File: config.mk
export PLATFORM = sky130hd
export DESIGN_NAME = msi_int_gen
export DESIGN_NICKNAME = d
export VERILOG_FILES = /design/src/rtl/msi_pkg.sv /design/src/rtl/msi_event_sel.sv /design/src/rtl/msi_flag.sv /design/src/rtl/msi_pulse_timer.sv /design/src/rtl/msi_int_gen.sv
export SDC_FILE = /design/constraint.sdc
export NUM_CORES = 1
export LEC_CHECK = 0
export BUFFER_PORTS_ARGS = -buffer_cell sky130_fd_sc_hd__buf_2
export CORE_AREA = 2 2 39 41
export CTS_CLUSTER_DIAMETER = 50
export DETAILED_ROUTE_END_ITERATION = 10
export DIE_AREA = 0 0 41 43
export SYNTH_ARGS = -nofsm -noshare
export SYNTH_HDL_FRONTEND = slang
export SYNTH_SLANG_ARGS = --single-unit
File: constraint.sdc
create_clock -name clk -period 0.85 [get_ports clk]
set_clock_uncertainty 0.05 [all_clocks]
set_input_delay 0.085 -clock clk [delete_from_list [all_inputs] [get_ports clk]]
set_output_delay 0.085 -clock clk [all_outputs]
set_load 0.1 [all_outputs]
File: src/rtl/msi_pkg.sv
package msi_pkg;

    typedef enum logic {
        MODE_LEVEL = 1'b0,
        MODE_PULSE = 1'b1
    } msi_mode_e;

    typedef struct packed {
        logic      min_en;
        logic      sec_en;
        msi_mode_e mode;
    } msi_cfg_t;

    function automatic int cnt_bits(input int ticks);
        return (ticks < 2) ? 1 : $clog2(ticks + 1);
    endfunction

endpackage

File: src/rtl/msi_event_sel.sv
module msi_event_sel (
    input  logic clk,
    input  logic rst,
    input  logic sec_en,
    input  logic min_en,
    input  logic sec_tick,
    input  logic min_tick,
    output logic event_o
);
    logic sec_hit;
    logic min_hit;

    always_comb begin
        sec_hit = sec_en & (sec_tick | min_tick);
        min_hit = min_en & min_tick;
        event_o = sec_hit | min_hit;
    end


    no_enable_no_event_chk: assert property (@(posedge clk) disable iff (rst)
        (!sec_en && !min_en) |-> !event_o);


    quiet_ticks_chk: assert property (@(posedge clk) disable iff (rst)
        (!sec_tick && !min_tick) |-> !event_o);
endmodule

File: src/rtl/msi_flag.sv
module msi_flag (
    input  logic clk,
    input  logic rst,
    input  logic set_i,
    input  logic clr_i,
    output logic flag_o
);
    always_ff @(posedge clk) begin
        if (rst)
            flag_o <= 1'b0;
        else if (set_i)
            flag_o <= 1'b1;
        else if (clr_i)
            flag_o <= 1'b0;
    end


    flag_sticky_chk: assert property (@(posedge clk) disable iff (rst)
        (flag_o && !clr_i) |=> flag_o);


    flag_set_chk: assert property (@(posedge clk) disable iff (rst)
        set_i |=> flag_o);
endmodule

File: src/rtl/msi_pulse_timer.sv
module msi_pulse_timer #(
    parameter int PULSE_TICKS = 1
) (
    input  logic clk,
    input  logic rst,
    input  logic load_i,
    input  logic stop_i,
    input  logic tick_i,
    output logic active_o
);
    localparam int CNT_W = msi_pkg::cnt_bits(PULSE_TICKS);
    localparam logic [CNT_W-1:0] LOAD_VAL = CNT_W'(PULSE_TICKS);

    logic [CNT_W-1:0] cnt_q;

    always_ff @(posedge clk) begin
        if (rst)
            cnt_q <= '0;
        else if (load_i)
            cnt_q <= LOAD_VAL;
        else if (stop_i)
            cnt_q <= '0;
        else if (tick_i && cnt_q != '0)
            cnt_q <= cnt_q - 1'b1;
    end

    assign active_o = (cnt_q != '0);


    restart_chk: assert property (@(posedge clk) disable iff (rst)
        load_i |=> (cnt_q == LOAD_VAL));


    idle_holds_chk: assert property (@(posedge clk) disable iff (rst)
        (!active_o && !load_i) |=> !active_o);
endmodule

File: src/rtl/msi_int_gen.sv
module msi_int_gen #(
    parameter int PULSE_TICKS = 1
) (
    input  logic clk,
    input  logic rst,
    input  logic tick64,
    input  logic sec_tick,
    input  logic min_tick,
    input  logic sec_irq_en,
    input  logic min_irq_en,
    input  logic pulse_sel,
    input  logic flag_clr,
    output logic flag,
    output logic irq_n
);
    import msi_pkg::*;

    msi_cfg_t cfg;
    logic     ev;
    logic     pulse_on;
    logic     irq_req;

    always_comb begin
        cfg.min_en = min_irq_en;
        cfg.sec_en = sec_irq_en;
        cfg.mode   = msi_mode_e'(pulse_sel);
    end

    msi_event_sel u_sel (
        .clk      (clk),
        .rst      (rst),
        .sec_en   (cfg.sec_en),
        .min_en   (cfg.min_en),
        .sec_tick (sec_tick),
        .min_tick (min_tick),
        .event_o  (ev)
    );

    msi_flag u_flag (
        .clk    (clk),
        .rst    (rst),
        .set_i  (ev),
        .clr_i  (flag_clr),
        .flag_o (flag)
    );

    msi_pulse_timer #(.PULSE_TICKS(PULSE_TICKS)) u_timer (
        .clk      (clk),
        .rst      (rst),
        .load_i   (ev),
        .stop_i   (flag_clr),
        .tick_i   (tick64),
        .active_o (pulse_on)
    );

    always_comb begin
        if (cfg.mode == MODE_PULSE)
            irq_req = flag & pulse_on;
        else
            irq_req = flag & (cfg.min_en | cfg.sec_en);
        irq_n = ~irq_req;
    end


    idle_line_chk: assert property (@(posedge clk) disable iff (rst)
        !flag |-> irq_n);


    clear_release_chk: assert property (@(posedge clk) disable iff (rst)
        (flag_clr && !ev) |=> irq_n);


    pulse_end_chk: assert property (@(posedge clk) disable iff (rst)
        (pulse_sel && !pulse_on) |-> irq_n);


    level_hold_chk: assert property (@(posedge clk) disable iff (rst)
        (!pulse_sel && flag && (sec_irq_en || min_irq_en)) |-> !irq_n);
endmodule

==> results.sh <==
export IMPL_status="complete, but fails checks"
export IMPL_violations="setup timing"
export IMPL_yosys_area_share_simple_pct=27.40
export IMPL_finalSetupTns_ps=-358.1
export IMPL_clk_pin_slew_worst_paths_ps=40
export IMPL_overflow=0
export IMPL_nets=35
export IMPL_hpwlAfterDp_um=271.5
export IMPL_synth_fp_nets=19
export IMPL_worstReg2RegStart="u_timer.active_o"
export IMPL_crit_arrival_ps=950
export IMPL_grt_max_degree=4
export IMPL_hold_end="u_flag.flag_o"
export IMPL_final_area_um2=257.7
export IMPL_globalplace_congestion=0.5610
export IMPL_hold_viol_final=0
export IMPL_coreArea_mm2=0.001384
export IMPL_fill_cells=154
export IMPL_cts_buffer_depth=2
export IMPL_ir_drop_uv=326.1
export IMPL_total_power_uw=488.8
export IMPL_fp_dieArea_mm2=0.001763
export IMPL_grt_use_met2_pct=8.438
export IMPL_drt_iter0_drc=2
export IMPL_netlist_area_um2=91.34
export IMPL_cts_made_buffers=3
export IMPL_ios=11
export IMPL_final_seq_area_um2=45.04
export IMPL_htreeDepth=1
export IMPL_setup_violations=3
export IMPL_multi_input_area_um2=76.32
export IMPL_num_antenna_cells=0
export IMPL_drc=0
export IMPL_maxCapViolations=0
export IMPL_numPortBuffers=10
export IMPL_ys_seq_area_share_pct=43.84
export IMPL_via_count=127
export IMPL_fin_ws_ps=-236.1
export IMPL_start_kind="flip-flop"
export IMPL_synth_common_cells="a31oi_1 (2), dfxtp_1 (2), nand2b_1 (2)"
export IMPL_postRouteWirelength_um=337
export IMPL_grt_pass1_vias=142
export IMPL_tightest_slew_ps=264.3
export IMPL_gr_usage_met3_pct=4.712
export IMPL_synth_compound_area_share_pct=28.77
export IMPL_final_cell_count_no_fill=41
export IMPL_rrSetupSlack_ps=-60
export IMPL_area_delta_synth_final_pct=182.2
export IMPL_critPathCaptureType="output pin"
export IMPL_drive_gt1_share_pct=68.00
export IMPL_required_ps=710
export IMPL_globalRouteMet1Util_pct=2.857
export IMPL_postRouteAntennaNets=0
export IMPL_antenna_found_initial=0
export IMPL_power_density_mw_per_mm2=1897
export IMPL_relSlewSlack_pct=82.34
export IMPL_synth_edf_count=0
export IMPL_fin_crit_ps=1086
export IMPL_fin_crit_sh_pct=127.8
export IMPL_syn_inst=10
export IMPL_ys_ff_latch=2
export IMPL_crit_type="flip-flop to output pin"
export IMPL_cts_root_buf="clkbuf_4"
export IMPL_worstHoldPathCells=3
export IMPL_cts_sinks=2
export IMPL_grt_pass1_wl_um=503
export IMPL_post_dp_cell_area_um2=212.7
export IMPL_rr_worst_depth=2
export IMPL_timing_rr_end="u_timer.active_o"
export IMPL_post_drt_wl_per_cell_um=8.220
export IMPL_yosysWarnings=0
export IMPL_ys_flop_type="dfxtp_1"
export IMPL_crit_fanout=2
export IMPL_clkLatencyLatePin_ps=220
export IMPL_placementRows=14
export IMPL_avgSynthCellArea_um2=9.134
export IMPL_drt_pass1_iter_count=2
export IMPL_start_util_pct=6.600
export IMPL_final_max_slew_viol_count=0
export IMPL_rsz0062_at_grt="yes"
export IMPL_synth_top_area_cell="dfxtp_1"
export IMPL_synth_distinct_cells=7
export IMPL_timing_hold_ws_ps=83.89
export IMPL_dp_cells=36
export IMPL_die_h_um=43
export IMPL_holdCritPathClass="primary input to flip-flop"
export IMPL_min_from="flag_clr"
export IMPL_synth_top_family_by_area="compound AO/OA/AOI/OAI gates"
export IMPL_synthAdderAreaFrac_pct=0
export IMPL_viasPerCell=3.098
export IMPL_max_freq_mhz=920.7
export IMPL_synth_area_mux_share_pct=0
export IMPL_synth_top_area_share_pct=43.84
export IMPL_p_leak_uw=0.0001067
export IMPL_synth_xor_area_share_pct=0
export IMPL_async_flop_share_pct=0
export IMPL_tritoncts="yes"
export IMPL_grt_use_total_pct=5.400
export IMPL_busiest_layer="met2"
export IMPL_die_w_um=41
export IMPL_synth_area_top_cells="dfxtp_1 (44%), a31oi_1 (14%), nand2b_1 (14%)"
==> logic make-up after synthesis <==
group | after synthesis
flops | 2
simple gates | 4
compound gates | 4
==> critical path: stages, from the launching register on <==
cell and delay (ps):
dfxtp_2 310, nand2b_4 140, o311ai_4 70, buf_12 210
==> registers in the layout (all words and copies together), names as in the netlist <==
name,cells
u_timer.active_o,1
u_flag.flag_o,1
==> per-layer routing <==
| metal | vias to the layer above | share of wire [%] |
|---|---|---|
| li1 | 68 | - |
| met1 | 54 | 26 |
| met2 | 5 | 61 |
| met3 | 0 | 12 |
| met4 | 0 | 0 |
| met5 | - | 0 |
==> where the power goes <==
group,internal (uW),switching (uW)
combinational,60.9,80.2
clock,175,61.8
sequential,103,8.43
==> how the worst max path moves through the flow <==
stage                startpoint  endpoint  slack (ps)  cells after the start
2_1_floorplan        min_irq_en     irq_n        -270                      1
3_3_place_gp   u_timer.active_o     irq_n         -40                      3
3_5_place_dp   u_timer.active_o     irq_n         -50                      3
4_1_cts        u_timer.active_o     irq_n        -250                      3
5_1_grt        u_timer.active_o     irq_n        -270                      3
6_report       u_timer.active_o     irq_n        -240                      3
==> what timing repair did <==
| item | 4_1_cts | 5_1_grt |
|---|---|---|
| buffers inserted | 0 | 0 |
| endpoints found under the setup margin | 3 | 3 |
| hold buffers | 1 | 0 |
| resized for setup | 1 | 1 |
| endpoints found under the hold margin | 2 | 0 |
==> layout make-up <==
class                      instances  share of cell area (%)
timing repair buffer              11                   34.95
clock buffer                       4                   10.19
sequential                         2                   17.48
tap                               16                   7.767
multi-input combinational          8                   29.61
==> cell usage in the layout (no fill, tap or decap) <==
master,Yosys,routed
dfxtp_2,0,1
a31oi_1,2,2
clkbuf_4,0,3
o311ai_4,0,1
nand2_1,1,1
dlygate4sd3_1,0,1
or3b_1,1,1
clkbuf_1,0,1
nand2b_1,2,1
buf_12,0,2
nand2b_4,0,1
buf_2,0,8
o21ai_0,1,1
dfxtp_4,0,1
==> metrics by stage <==
step	utilization, %	setup WS, ps
6_report	18.63	-236.1
5_1_grt	18.63	-270.5
4_1_cts	18.54	-249.9
3_5_place_dp	15.37	-51.86
3_3_place_gp	15.37	-36.40
2_1_floorplan	-	-267.7
Power figures use the tool's default switching activity.
